File: config.mk
export PLATFORM = sky130hd
export DESIGN_NAME = step_gate
export DESIGN_NICKNAME = d
export VERILOG_FILES = /design/src/rtl/step_gate_pkg.sv /design/src/rtl/step_parcel_class.sv /design/src/rtl/step_decide.sv /design/src/rtl/step_out_stage.sv /design/src/rtl/step_gate.sv
export SDC_FILE = /design/constraint.sdc
export NUM_CORES = 1
export LEC_CHECK = 0
export ABC_AREA = 0
export BUFFER_PORTS_ARGS = -buffer_cell sky130_fd_sc_hd__buf_2
export CAP_MARGIN = 20
export CORE_ASPECT_RATIO = 1.5
export CORE_MARGIN = 4
export CORE_UTILIZATION = 50
export CTS_CLUSTER_DIAMETER = 30
export DETAILED_ROUTE_END_ITERATION = 8
export PLACE_DENSITY_LB_ADDON = 0.2
export SETUP_SLACK_MARGIN = 0.1
export SLEW_MARGIN = 20
export SYNTH_ARGS = -nofsm -noshare
export SYNTH_HDL_FRONTEND = slang
export SYNTH_HIERARCHICAL = 1
export SYNTH_SLANG_ARGS = --single-unit
File: constraint.sdc
create_clock -name clk -period 3.1 [get_ports clk]
set_clock_uncertainty 0.2 [all_clocks]
set_input_delay 0.465 -clock clk [delete_from_list [all_inputs] [get_ports clk]]
set_output_delay 0.465 -clock clk [all_outputs]
set_load 0.1 [all_outputs]
File: src/rtl/step_gate_pkg.sv
package step_gate_pkg;
  localparam int ILEN = 32;

  typedef enum logic [1:0] {
    FK_EXT_ERR = 2'd0,
    FK_STD_ERR = 2'd1,
    FK_INSTR   = 2'd2,
    FK_RSVD    = 2'd3
  } fetch_kind_e;

  localparam int KIND_W = 5;
  localparam logic [KIND_W-1:0] OC_IRQ       = 5'b00001;
  localparam logic [KIND_W-1:0] OC_EXT_ERR   = 5'b00010;
  localparam logic [KIND_W-1:0] OC_FETCH_ERR = 5'b00100;
  localparam logic [KIND_W-1:0] OC_EXEC      = 5'b01000;
  localparam logic [KIND_W-1:0] OC_TRAP      = 5'b10000;

  localparam int CAUSE_ILLEGAL = 2;
  localparam int CAUSE_SWCHECK = 18;
  localparam int LP_FAULT_CODE = 2;

  localparam logic [6:0] OPC_LPAD = 7'b0010111;
endpackage

File: src/rtl/step_parcel_class.sv
module step_parcel_class
  import step_gate_pkg::*;
(
  input  logic [ILEN-1:0] raw,
  output logic            is_comp,
  output logic            is_lpad,
  output logic [ILEN-1:0] bits_zx
);
  localparam int HALF = ILEN / 2;

  always_comb begin
    is_comp = (raw[1:0] != 2'b11);
    bits_zx = is_comp ? {{HALF{1'b0}}, raw[HALF-1:0]} : raw;
    is_lpad = !is_comp && (raw[6:0] == OPC_LPAD) && (raw[11:7] == 5'd0);
  end
endmodule

File: src/rtl/step_decide.sv
module step_decide
  import step_gate_pkg::*;
#(
  parameter int XLEN    = 32,
  parameter int CAUSE_W = 6
) (
  input  logic               irq_pending,
  input  logic [CAUSE_W-1:0] irq_cause,
  input  logic [1:0]         irq_priv,
  input  logic [1:0]         cur_priv,
  input  logic               lp_expected,
  input  logic               c_enable,
  input  logic [XLEN-1:0]    pc,
  input  logic [1:0]         fetch_kind,
  input  logic [CAUSE_W-1:0] fetch_err_cause,
  input  logic [XLEN-1:0]    fetch_err_addr,
  input  logic               is_comp,
  input  logic               is_lpad,
  input  logic [ILEN-1:0]    bits_zx,
  output logic [KIND_W-1:0]  kind,
  output logic [CAUSE_W-1:0] cause,
  output logic [1:0]         priv,
  output logic [XLEN-1:0]    tval,
  output logic [ILEN-1:0]    bits,
  output logic [XLEN-1:0]    npc
);
  localparam logic [XLEN-1:0] STEP_C = XLEN'(2);
  localparam logic [XLEN-1:0] STEP_W = XLEN'(4);

  always_comb begin
    kind  = OC_EXT_ERR;
    cause = '0;
    priv  = cur_priv;
    tval  = '0;
    bits  = '0;
    npc   = pc;
    if (irq_pending) begin
      kind  = OC_IRQ;
      cause = irq_cause;
      priv  = irq_priv;
    end else begin
      case (fetch_kind_e'(fetch_kind))
        FK_STD_ERR: begin
          kind  = OC_FETCH_ERR;
          cause = fetch_err_cause;
          tval  = fetch_err_addr;
        end
        FK_INSTR: begin
          bits = bits_zx;
          if (lp_expected && (is_comp || !is_lpad)) begin
            kind  = OC_TRAP;
            cause = CAUSE_W'(CAUSE_SWCHECK);
            tval  = XLEN'(LP_FAULT_CODE);
          end else if (is_comp && !c_enable) begin
            kind  = OC_TRAP;
            cause = CAUSE_W'(CAUSE_ILLEGAL);
            tval  = XLEN'(bits_zx);
          end else begin
            kind = OC_EXEC;
            npc  = pc + (is_comp ? STEP_C : STEP_W);
          end
        end
        default: kind = OC_EXT_ERR;
      endcase
    end
  end
endmodule

File: src/rtl/step_out_stage.sv
module step_out_stage #(
  parameter int W = 8
) (
  input  logic         clk,
  input  logic         rst_n,
  input  logic         load,
  input  logic [W-1:0] d,
  input  logic         ready,
  output logic         valid,
  output logic         free,
  output logic [W-1:0] q
);
  assign free = !valid || ready;

  always_ff @(posedge clk) begin
    if (!rst_n) begin
      valid <= 1'b0;
      q     <= '0;
    end else if (load) begin
      valid <= 1'b1;
      q     <= d;
    end else if (ready) begin
      valid <= 1'b0;
    end
  end
endmodule

File: src/rtl/step_gate.sv
module step_gate
  import step_gate_pkg::*;
#(
  parameter int XLEN    = 32,
  parameter int CAUSE_W = 6
) (
  input  logic               clk,
  input  logic               rst_n,
  input  logic               irq_pending,
  input  logic [CAUSE_W-1:0] irq_cause,
  input  logic [1:0]         irq_priv,
  input  logic [1:0]         cur_priv,
  input  logic               lp_expected,
  input  logic               c_enable,
  input  logic [XLEN-1:0]    pc,
  input  logic               fetch_valid,
  output logic               fetch_ready,
  input  logic [1:0]         fetch_kind,
  input  logic [31:0]        fetch_data,
  input  logic [CAUSE_W-1:0] fetch_err_cause,
  input  logic [XLEN-1:0]    fetch_err_addr,
  output logic               step_valid,
  input  logic               step_ready,
  output logic [4:0]         step_kind,
  output logic [CAUSE_W-1:0] step_cause,
  output logic [1:0]         step_priv,
  output logic [XLEN-1:0]    step_tval,
  output logic [31:0]        step_bits,
  output logic [XLEN-1:0]    step_pc,
  output logic [XLEN-1:0]    step_npc
);
  localparam int PW = KIND_W + CAUSE_W + 2 + XLEN + ILEN + XLEN + XLEN;

  logic              is_comp, is_lpad;
  logic [ILEN-1:0]   bits_zx;
  logic [KIND_W-1:0] d_kind;
  logic [CAUSE_W-1:0] d_cause;
  logic [1:0]        d_priv;
  logic [XLEN-1:0]   d_tval, d_npc;
  logic [ILEN-1:0]   d_bits;
  logic              out_free, load;
  logic [PW-1:0]     d_pay, q_pay;

  step_parcel_class u_class (
    .raw     (fetch_data),
    .is_comp (is_comp),
    .is_lpad (is_lpad),
    .bits_zx (bits_zx)
  );

  step_decide #(.XLEN(XLEN), .CAUSE_W(CAUSE_W)) u_decide (
    .irq_pending     (irq_pending),
    .irq_cause       (irq_cause),
    .irq_priv        (irq_priv),
    .cur_priv        (cur_priv),
    .lp_expected     (lp_expected),
    .c_enable        (c_enable),
    .pc              (pc),
    .fetch_kind      (fetch_kind),
    .fetch_err_cause (fetch_err_cause),
    .fetch_err_addr  (fetch_err_addr),
    .is_comp         (is_comp),
    .is_lpad         (is_lpad),
    .bits_zx         (bits_zx),
    .kind            (d_kind),
    .cause           (d_cause),
    .priv            (d_priv),
    .tval            (d_tval),
    .bits            (d_bits),
    .npc             (d_npc)
  );

  assign fetch_ready = out_free && !irq_pending;
  assign load        = out_free && (irq_pending || fetch_valid);
  assign d_pay       = {d_kind, d_cause, d_priv, d_tval, d_bits, pc, d_npc};

  step_out_stage #(.W(PW)) u_out (
    .clk   (clk),
    .rst_n (rst_n),
    .load  (load),
    .d     (d_pay),
    .ready (step_ready),
    .valid (step_valid),
    .free  (out_free),
    .q     (q_pay)
  );

  assign {step_kind, step_cause, step_priv, step_tval, step_bits, step_pc, step_npc} = q_pay;
endmodule

==> impl_summary.log, run 1 <==
INFO  metric layout_common_cells = 262 x buf_2, 147 x nor2b_1, 142 x dfxtp_1
INFO  metric first_pass_grt_wire_length = ~31000 um
INFO  metric final_layout_size_suffix_gt1_frac = 0.357
INFO  metric fmax = between 300 and 400 MHz
INFO  metric setup_viol = 0
INFO  metric cp_slowest_stage_delay = slightly below 0.4 ns
INFO  metric timing.reg2reg.worst_path_depth = 5
INFO  metric io-pin-count = 264
INFO  metric irDropWorstVdd = just over 400 uV
INFO  metric rsz0062_at_grt = no
INFO  metric die-height = about 160 um
INFO  metric clk_latency = ~0.40 ns
INFO  metric dieArea = 16400 um2
INFO  metric postRouteAntennaNets = 0
INFO  metric final_common_cell = buf_2
INFO  metric drt_pass1_iterations = 4
INFO  metric synth_flop_cell = dfxtp_1
INFO  metric pin_count_of_the_biggest_net_entering_global_routing = 80
INFO  metric critical_path.max_fanout = 6
INFO  metric p_leak = about 0.0046 uW
INFO  metric post_syn_instances = ~720
INFO  metric cts_setup_buffers = 0
INFO  metric grt_antenna_before_repair = 0
INFO  metric criticalPathCategory = input pin to flop
INFO  metric instances_no_fill = approximately 1200
INFO  metric dr_total_vias = a little under 6000
INFO  metric place_hpwl = between 10000 and 15000 um
INFO  metric grt_overflow = 0
INFO  metric final.period_utilization = 0.815
INFO  metric startpoint_type = input pin
INFO  metric post_cts_hold_buffer_count = 0
INFO  metric detail_route.drc_violations = 0
INFO  metric totalNegativeSetupSlack = 0 ns
INFO  metric drt_wl_total = roughly 19000 um
INFO  metric power.density_cell_area = 580 nW/um2
INFO  metric finalWorstPathRequiredPeriod = between 2 and 3 ns
INFO  metric synthDistinctLibCells = 47
INFO  metric async_reset_ff_frac = 0
INFO  metric first_global_vias = ~6000
INFO  metric critical_path.slowest_cell = nor4bb_1
INFO  metric finalNetCount = around 1100
INFO  metric worst_pin_slew = 0.571 ns
INFO  metric crit_path_cell_chain = buf_2 -> nor4bb_1 -> and4b_1 -> nor2b_1 -> a211oi_4 -> buf_4 -> nand4_1 -> buf_4 -> nor3_1 -> xor2_1 -> mux2i_1 -> nor2b_1
INFO  metric cts_resized = 0
INFO  metric timing.critical_path.to_type = flop
INFO  metric max_cap_viol_count = 0
INFO  metric dp_cells = between 1000 and 1500
INFO  metric hold_class = input pin to flop
INFO  metric antenna_cells = 0
INFO  metric synth-seq-area-share = 0.394
INFO  metric outcome = finished clean
INFO  metric clock_path_buffers = 2
INFO  metric synthesis.nets = between 800 and 900
INFO  metric drv_slew = 0
INFO  metric synth-seq-cells = about 140
INFO  metric gp_routability_congestion = about 0.90
INFO  metric numCtsBuffers = 17
INFO  metric ff2ff_setup_slack = roughly 1.2 ns
INFO  metric clkSinkCount = 142
INFO  metric clockRootBuffer = clkbuf_16
INFO  metric fin_total_pwr = ~5300 uW
INFO  metric synth_area_per_cell = 10.0 um2
INFO  metric r2r_start = u_out/valid
INFO  metric core_area = between 10000 and 15000 um2
INFO  metric hold-worst-slack = 0.143 ns
INFO  metric cts.reportedPaths.clkPinSlew = roughly 0.060 ns
INFO  metric hold_end = u_out/q[32]
INFO  metric worstPathArrival = ~2.7 ns
INFO  metric avgRoutedWirePerCell = around 16 um
INFO  metric syn2layout_area_growth = 27.9%
INFO  metric fp.dieW = 106 um
INFO  metric first_iter_violations = 220
INFO  metric hp-start = pc[0]
INFO  metric max_slew_margin = 0.619
INFO  metric clock_tree_from_tritoncts = done
INFO  metric numPortBuffers = 263
INFO  metric timing.final.hold_violations = 0
INFO  metric routed_via_density = between 5 and 6
INFO  metric htree_num_levels = 4
INFO  metric synth-edff-count = 0
INFO  metric global_route.usage.total = 0.231
INFO  metric core.rowCount = 53
INFO  metric cp_data_required_time = around 3.3 ns
INFO  metric synth_area = 7210 um2
INFO  metric initial_core_util = 0.513
INFO  metric synth-warning-count = 6
INFO  metric worst_hold_path.num_cells = 3
INFO  metric critical_path.reg2reg.endpoint = u_out/q[115]
synth_stat cells, drive strengths merged (2+ instances only):
cell type,n,area share
a22oi,2,0.0021
xnor2,12,0.015
inv,13,0.0068
buf,39,0.048
mux2i,141,0.20
or3,2,0.0024
nand4,8,0.0069
nor4,7,0.011
nor2,13,0.0068
a211oi,2,0.0038
nor2b,148,0.13
ha,4,0.0069
nand2b,4,0.0035
nor4b,2,0.0024
mux2,2,0.0031
and3,16,0.017
nand2,17,0.0088
nor3,13,0.010
a21oi,2,0.0014
and2,32,0.028
xor2,17,0.021
dfxtp,142,0.39
clkbuf,25,0.013
a22o,33,0.040
nand3,10,0.0083
power by group:
part	total, uW	internal (uW)	switching (uW)
Combinational	1250	337	918
Clock	2140	1360	788
Sequential	1950	1910	39.0
Total	5350	3600	1740
critical path, delay by kind of cell:
kind / cells / cell delay, ns
AND/OR/NAND/NOR: 6 / 1.22
buffers and inverters: 3 / 0.46
AO/OA/AOI/OAI: 1 / 0.24
XOR/XNOR: 1 / 0.18
multiplexers: 1 / 0.09
stage by stage:
| stage | cell area [um2] | utilization | worst slack [ns] |
|---|---|---|---|
| floorplan | 7210 | - | 0.195 |
| global placement | 8600 | 0.612 | 0.192 |
| detailed placement | 8600 | 0.612 | 0.132 |
| CTS | 9220 | 0.656 | 0.562 |
| global route | 9220 | 0.656 | 0.382 |
| finish | 9220 | 0.656 | 0.572 |
logic make-up (layout without fill, tap and decap cells):
logic type,after synthesis,count (layout),synth area share
compound gates,46,46,0.0548
xor+xnor,29,29,0.0352
fa+ha+maj,5,5,0.00972
buf+inv,77,332,0.0682
flops,142,142,0.394
mux,143,143,0.199
simple gates,277,277,0.239
metal layers:
metal,track usage,share of wire,vias to the layer above
met3,0.0623,0.061,30
met2,0.414,0.51,205
li1,-,-,2924
met4,0.0753,0.023,0
met5,0,0,-
met1,0.265,0.41,2686
worst max-delay path by stage:
stage	startpoint	end	cells past startpoint
2_1_floorplan	u_out/valid	fetch_ready	2
4_1_cts	fetch_data[5]	u_out/q[23]	12
6_report	fetch_data[5]	u_out/q[23]	12
3_3_place_gp	fetch_data[5]	u_out/q[23]	12
3_5_place_dp	fetch_data[5]	u_out/q[23]	12
5_1_grt	fetch_data[0]	u_out/q[23]	13
flip-flops by register name, summed over array words and instances, names as in the netlist:
register     cells
u_out/q        141
u_out/valid      1
layout make-up:
cell class	instances	area (um2)
clock buffers	20	437
clock inverters	12	183
fillers	1242	4830
inverters	13	48.8
multi-input cells	500	3900
flip-flops and latches	142	2840
well taps	192	240
repair buffers	287	1570
No activity file was read; power rests on OpenSTA's default activity.
==> inputs of run 2 (changes only) <==
Settings changed: ABC_AREA 0 to 1, CORE_UTILIZATION 50 to 46.
Clock period 3.1 ns to 2.3 ns, I/O delays scaled along.
==> impl_summary.log, run 2 <==
INFO  metric synth-warning-count = 6 (unchanged)
INFO  metric synthMostInstantiatedCell = nor2_1
INFO  metric global_route.usage.total = 0.252 (+0.0211)
INFO  metric dp_cells = 1522 (+34%)
INFO  metric timing.final.hold_violations = 0 (unchanged)
INFO  metric instances_no_fill = 1556 (+33%)
INFO  metric max_slew_margin = 0.642 (+0.0230)
INFO  metric cp_data_required_time = 2.41 ns (-0.84 ns)
INFO  metric clock_tree_from_tritoncts = done
INFO  metric synth_top_area_share = 0.383 (-0.0107)
INFO  metric p_leak = 0.00479 uW (+3.3%)
INFO  metric synth-seq-cells = 142 (unchanged)
INFO  metric grtUsageMet3 = 0.0478 (-0.0145)
INFO  metric syn2layout_area_growth = 28.2%
INFO  metric drt_pass1_iterations = 6 (+2)
INFO  metric globalRouteMet1Util = 0.281 (+0.0166)
INFO  metric synth-xor-area-share = 0.0130 (-0.0222)
INFO  metric htree_num_levels = 4 (unchanged)
INFO  metric power.density_cell_area = 836 nW/um2 (+44%)
INFO  metric register_with_the_highest_flop_count = u_out/q
INFO  metric startpoint_type = input pin
INFO  metric synth_area = 7410 um2 (+2.8%)
INFO  metric worst_hold_path.num_cells = 3 (unchanged)
INFO  metric first_pass_grt_wire_length = 37400 um (+22%)
INFO  metric post_synth_main_area_contributors = dfxtp_1 38%, nor2_1 18%, o21ai_0 9.8%
INFO  metric synthDistinctLibCells = 40 (-15%)
INFO  metric met2_usage = 0.469 (+0.0547)
INFO  metric finalWorstPathRequiredPeriod = roughly 2 ns
INFO  metric fp.dieW = 112 um (+5.3%)
INFO  metric dieArea = 18300 um2 (+11%)
INFO  metric synth_top_cells_by_count = 359 x nor2_1, 145 x o21ai_0, 142 x dfxtp_1
INFO  metric timing.reg2reg.worst_path_depth = 7 (+2)
INFO  metric r2r_start = u_out/valid
INFO  metric netlist.top_cell.by_area = dfxtp_1
INFO  metric final.period_utilization = 0.854
INFO  metric post_synthesis_share_of_cell_area_spent_on_and_or_nand_and_nor_gates = 0.328 (+0.0894)
INFO  metric final_layout_size_suffix_gt1_frac = 0.282 (-0.0757)
INFO  metric final_common_cell = nor2_1
INFO  metric clkSinkCount = 142 (unchanged)
INFO  metric synth_adder_area_share = 0.00945 (-0.000264)
INFO  metric timing.critical_path.to_type = flop
INFO  metric reg_top3 = u_out/q x141, u_out/valid x1
INFO  metric criticalPathCategory = input pin to flop
INFO  metric fmax = approximately 510 MHz
INFO  metric numCtsBuffers = 17 (unchanged)
INFO  metric final_cell_area = 9500 um2 (+3.0%)
INFO  metric rsz0062_at_grt = no
INFO  metric core_area = 15800 um2 (+12%)
INFO  metric die-height = 163 um (+5.4%)
INFO  metric postRouteAntennaNets = 0 (unchanged)
INFO  metric synth-seq-area-share = 0.383 (-0.0107)
INFO  metric critical_path.slowest_cell = fa_2
INFO  metric first_iter_violations = 655 (+200%)
INFO  metric ff2ff_setup_slack = 0.55 ns (-0.66 ns)
INFO  metric core.rowCount = 56 (+5.7%)
INFO  metric hold_class = input pin to flop
INFO  metric combinational_family_with_the_most_area_after_synthesis = simple AND/OR/NAND/NOR gates
INFO  metric post_syn_instances = 1104 (+54%)
INFO  metric layout_common_cells = 355 x nor2_1, 262 x buf_2, 145 x o21ai_0
INFO  metric critical_path.max_fanout = 4 (-2)
INFO  metric crit_path_cell_chain = buf_2 -> nand2_8 -> ha_4 -> inv_1 -> fa_2 -> nor2_1 -> nand2_1 -> nor2_4 -> nand3_1 -> o21ai_1 -> nand2_1 -> nor2_1 -> nor2_1
INFO  metric cpLargestDelayFamily = simple AND/OR/NAND/NOR gates
INFO  metric cts.reportedPaths.clkPinSlew = 0.06 ns (about the same)
INFO  metric place_hpwl = 17200 um (+22%)
INFO  metric synthesis.nets = 1230 (+46%)
INFO  metric clk_latency = 0.41 ns (about the same)
INFO  metric cts_setup_buffers = 0 (unchanged)
INFO  metric initial_core_util = 0.470 (-0.0428)
INFO  metric synth-edff-count = 0 (unchanged)
INFO  metric fin_total_pwr = 7940 uW (+49%)
INFO  metric dr_total_vias = 7857 (+34%)
INFO  metric first_global_vias = 7406 (+24%)
INFO  metric hp-start = pc[6]
INFO  metric clock_path_buffers = 2 (unchanged)
INFO  metric totalNegativeSetupSlack = 0 ns (unchanged)
INFO  metric dpl_cell_area = 8920 um2 (+3.7%)
INFO  metric finalNetCount = 1467 (+35%)
INFO  metric avgRoutedWirePerCell = 15.1 um (-7.5%)
INFO  metric grt_overflow = 0 (unchanged)
INFO  metric drt_wl_total = 23600 um (+23%)
INFO  metric clockRootBuffer = clkbuf_16
INFO  metric grt.busiest_layer = met2
INFO  metric numPortBuffers = 263 (unchanged)
INFO  metric max_cap_viol_count = 0 (unchanged)
INFO  metric cp_slowest_stage_delay = 0.36 ns (-0.03 ns)
INFO  metric grt_antenna_before_repair = 0 (unchanged)
INFO  metric detail_route.drc_violations = 0 (unchanged)
INFO  metric synth-compound-area-share = 0.144 (+0.0888)
INFO  metric outcome = finished clean
INFO  metric synth_area_per_cell = 6.72 um2 (-33%)
INFO  metric pin_count_of_the_biggest_net_entering_global_routing = 81 (+1.3%)
INFO  metric synth.mux.area_fraction = 0 (-0.199)
INFO  metric routed_via_density = 5.05 (+0.73%)
INFO  metric gp_routability_congestion = 0.925 (+2.3%)
INFO  metric async_reset_ff_frac = 0 (unchanged)
INFO  metric startpoint = fetch_data[0]
INFO  metric io-pin-count = 264 (unchanged)
INFO  metric antenna_cells = 0 (unchanged)
INFO  metric crit_path_frequent_cell = nor2_1
INFO  metric worstPathArrival = 2.07 ns (-0.61 ns)
INFO  metric largest_register_ffs = 141 (unchanged)
INFO  metric setup_viol = 0 (unchanged)
INFO  metric critical_path_buffer_and_inverter_count = 2 (-1)
INFO  metric synth_flop_cell = dfxtp_1
INFO  metric path_depth = 13 (+1)
INFO  metric irDropWorstVdd = 527 uV (+29%)
INFO  metric worst_pin_slew = 0.541 ns (-0.0308 ns)
INFO  metric drv_slew = 0 (unchanged)
-- run 2: cell count changes after synthesis, sizes merged, moves of 44 or more --
cell | previous run | this run
nand3 | 10 | 54
nor2b | 148 | 0
nor2 | 13 | 382
mux2i | 141 | 0
o21ai | 1 | 148
inv | 13 | 103
nand2 | 17 | 109
-- run 2: worst min-delay path, cell delays in order --
cell    delay, ns
buf_2        0.12
nor2_1       0.05
nor2_1       0.08
-- run 2: final cells by class --
type | instances | area, um2
clock inverter | 12 | 115
tap | 203 | 254
clock buffer | 19 | 433
sequential | 142 | 2840
inverter | 104 | 394
fill | 1585 | 6260
multi-input combinational | 774 | 3730
timing repair buffer | 302 | 1730
-- run 2: final timing paths --
| path | endpoint |
|---|---|
| worst max register to register | u_out/q[126] |
| worst max-delay path | u_out/q[19] |
| worst min register to register | u_out/q[80] |
| worst min-delay path | u_out/q[38] |
-- run 2: where the power goes --
group | switching [uW] | internal [uW] | leakage (uW)
logic | 2110 | 469 | 0.00337
clock network | 1120 | 1490 | 0.000248
registers | 89.9 | 2660 | 0.00118
total | 3320 | 4620 | 0.00479
-- run 2: what timing repair did --
action,CTS,global route
hold buffers,3,0
hold endpoints to repair,4,0
gates resized for setup,0,0
-- run 2: per-layer routing --
layer | wire [um] | vias to the layer above
met5 | 0 | -
met4 | 672 | 0
met3 | 1310 | 48
met2 | 12600 | 270
met1 | 8970 | 3586
li1 | - | 3953
-- run 2: cells by family (layout without fill, tap and decap cells) --
kind of cell               count (synthesis)  after routing
DFF                                      142            142
and+or+nand+nor                          569            569
adders and majority gates                  5              5
xor gates and xnor gates                  11             11
buffers and inverters                    188            437
AOI/OAI and AO/OA                        189            189
-- run 2: stage by stage --
step / hold WS [ns] / util / worst slack, ns
2_1_floorplan: 0.280 / - / 0.0405
3_3_place_gp: 0.271 / 0.566 / -0.0545
3_5_place_dp: 0.276 / 0.566 / -0.0825
4_1_cts: 0.00321 / 0.603 / 0.345
5_1_grt: 0.0285 / 0.603 / 0.203
6_report: 0.0163 / 0.603 / 0.335
==> inputs of run 3 (changes only) <==
Settings changed: REMOVE_ABC_BUFFERS set to 1.
==> impl_summary.log, run 3 (synthesized netlist as in run 2, its figures left out) <==
INFO  metric outcome = finished clean
INFO  metric clock_path_buffers = 2 (unchanged)
INFO  metric clk_latency = 0.40 ns (about the same)
INFO  metric core.rowCount = 56 (unchanged)
INFO  metric top_layer = met4
INFO  metric dr_total_vias = 7725 (-1.7%)
INFO  metric drt_pass1_iterations = 5 (-1)
INFO  metric timing.final.hold_violations = 0 (unchanged)
INFO  metric numCtsBuffers = 17 (unchanged)
INFO  metric place_hpwl = 16300 um (-5.0%)
INFO  metric irDropWorstVdd = 493 uV (-6.5%)
INFO  metric reg_top3 = u_out/q x141, u_out/valid x1
INFO  metric dr_wl_met3 = 1450 um (+11%)
INFO  metric first_global_vias = 7335 (-0.96%)
INFO  metric first_iter_violations = 674 (+2.9%)
INFO  metric max_slew_margin = 0.638 (-0.00438)
INFO  metric startpoint_type = input pin
INFO  metric clock_tree_from_tritoncts = done
INFO  metric finalWorstPathRequiredPeriod = 2.03 ns (+0.0648 ns)
INFO  metric dieArea = 18300 um2 (unchanged)
INFO  metric finalNetCount = 1456 (-0.75%)
INFO  metric detailedPlace.worstSlack = -0.159 ns (-0.0767 ns)
INFO  metric post-route-worst-setup-slack = 0.270 ns (-0.0648 ns)
INFO  metric numPortBuffers = 263 (unchanged)
INFO  metric postRouteAntennaNets = 0 (unchanged)
INFO  metric pin_count_of_the_biggest_net_entering_global_routing = 95 (+17%)
INFO  metric timing.critical_path.to_type = flop
INFO  metric met1Wirelength = 9590 um (+7.0%)
INFO  metric fp.dieW = 112 um (unchanged)
INFO  metric rsz0062_at_grt = no
INFO  metric worst_hold_path.num_cells = 3 (unchanged)
INFO  metric crit_path_cell_chain = buf_2 -> nand2_4 -> ha_2 -> inv_1 -> fa_2 -> inv_2 -> nand3_1 -> nor2_1 -> buf_4 -> nand2_4 -> nor3_4 -> nand2_1 -> nand2_1 -> nand2_1 -> nor2_1 -> nor2_1
INFO  metric grt_overflow = 0 (unchanged)
INFO  metric final_layout_size_suffix_gt1_frac = 0.275 (-0.00684)
INFO  metric fmax = 493 MHz (-3.2%)
INFO  metric cp_data_required_time = 2.40 ns (about the same)
INFO  metric criticalPathCategory = input pin to flop
INFO  metric grt_antenna_before_repair = 0 (unchanged)
INFO  metric global_route.usage.total = 0.246 (-0.00604)
INFO  metric cp_slowest_stage_delay = 0.34 ns (-0.02 ns)
INFO  metric worstPathArrival = 2.13 ns (+0.06 ns)
INFO  metric routed_via_density = 5.00 (-1.0%)
INFO  metric timing.reg2reg.worst_path_depth = 7 (unchanged)
INFO  metric initial_core_util = 0.470 (unchanged)
INFO  metric die-height = 163 um (unchanged)
INFO  metric postLayoutCoreUtil = 0.595 (-0.00794)
INFO  metric met2RoutedLength = 11500 um (-8.5%)
INFO  metric worst_pin_slew = 0.541 ns (+0.000852 ns)
INFO  metric avgRoutedWirePerCell = 14.9 um (-1.7%)
INFO  metric power.density_cell_area = 854 nW/um2 (+2.2%)
INFO  metric critical_path.max_fanout = 4 (unchanged)
INFO  metric first_pass_grt_wire_length = 36900 um (-1.3%)
INFO  metric final_common_cell = nor2_1
INFO  metric detail_route.drc_violations = 0 (unchanged)
INFO  metric layout_common_cells = 357 x nor2_1, 262 x buf_2, 145 x o21ai_0
INFO  metric critical_path.slowest_cell = fa_2
INFO  metric totalNegativeSetupSlack = 0 ns (unchanged)
INFO  metric instances_no_fill = 1546 (-0.64%)
INFO  metric core_area = 15800 um2 (unchanged)
INFO  metric syn2layout_area_growth = 26.5%
INFO  metric register_with_the_highest_flop_count = u_out/q
INFO  metric max_cap_viol_count = 0 (unchanged)
INFO  metric num-fill-cells = 1561 (-1.5%)
INFO  metric drt_wl_total = 23000 um (-2.3%)
INFO  metric hold_class = input pin to flop
INFO  metric dp_cells = 1513 (-0.59%)
INFO  metric setup_viol = 0 (unchanged)
INFO  metric clkSinkCount = 142 (unchanged)
INFO  metric p_leak = 0.00474 uW (-1.0%)
INFO  metric clockRootBuffer = clkbuf_16
INFO  metric largest_register_ffs = 141 (unchanged)
INFO  metric io-pin-count = 264 (unchanged)
INFO  metric antenna_cells = 0 (unchanged)
INFO  metric cts.reportedPaths.clkPinSlew = 0.06 ns (about the same)
INFO  metric drv_slew = 0 (unchanged)
INFO  metric gp_routability_congestion = 0.882 (-4.7%)
INFO  metric htree_num_levels = 4 (unchanged)
INFO  metric final.period_utilization = 0.882 (+0.0282)
## run 3: cell types whose count changed in the layout (fill, tap and decap cells not counted), moves of 2 or more
cell / change
buf_12: -2
buf_4: -7
dlygate4sd3_1: -2
nor2_1: +2
nor2_4: -2
## run 3: power by group
group	switching, uW	internal (uW)	total (uW)
Sequential	85.1	2660	2740
Clock	1090	1610	2700
Combinational	2110	450	2560
## run 3: cell type report
cell class	instances	area (um2)	share of cell area
well taps	203	254	0.0271
clock inverters	12	138	0.0147
flip-flops and latches	142	2840	0.303
repair buffers	291	1620	0.173
inverters	104	394	0.0420
multi-input cells	774	3690	0.394
clock buffers	20	437	0.0466
## run 3: per-layer routing
metal | global-route usage | up-vias
li1 | - | 3932
met1 | 0.298 | 3513
met2 | 0.437 | 259
met3 | 0.0515 | 21
met4 | 0.0703 | 0
met5 | 0 | -
## run 3: repair_timing
action                                  in CTS  in global routing
endpoints found under the hold margin        2                  0
endpoints found under the setup margin       0                  1
hold buffers                                 1                  0
setup buffers                                0                  0
gates resized for setup                      0                  4
## run 3: critical path: cells and delay by family
kind | cells | cell delay [ns]
adders and majority gates | 2 | 0.52
and+or+nand+nor | 10 | 0.88
buffers and inverters | 4 | 0.38
## run 3: path summary, 6_finish.rpt
| kind | slack [ns] | from | endpoint |
|---|---|---|---|
| worst max-delay path | 0.27 | fetch_data[1] | u_out/q[25] |
| worst min-delay path | 0.01 | pc[31] | u_out/q[63] |
| worst min register to register | 0.29 | u_out/q[30] | u_out/q[30] |
| worst max register to register | 0.63 | u_out/valid | u_out/q[55] |
## run 3: per-stage QoR
step / total power, uW / area [um2] / hold slack (ns)
after floorplan: 4750 / 6900 / 0.267
after global placement: 5340 / 8780 / 0.271
after detailed placement: 5350 / 8780 / 0.278
after CTS: 8060 / 9370 / 0.00561
after global routing: 8330 / 9380 / 0.0154
final: 8010 / 9380 / 0.0128
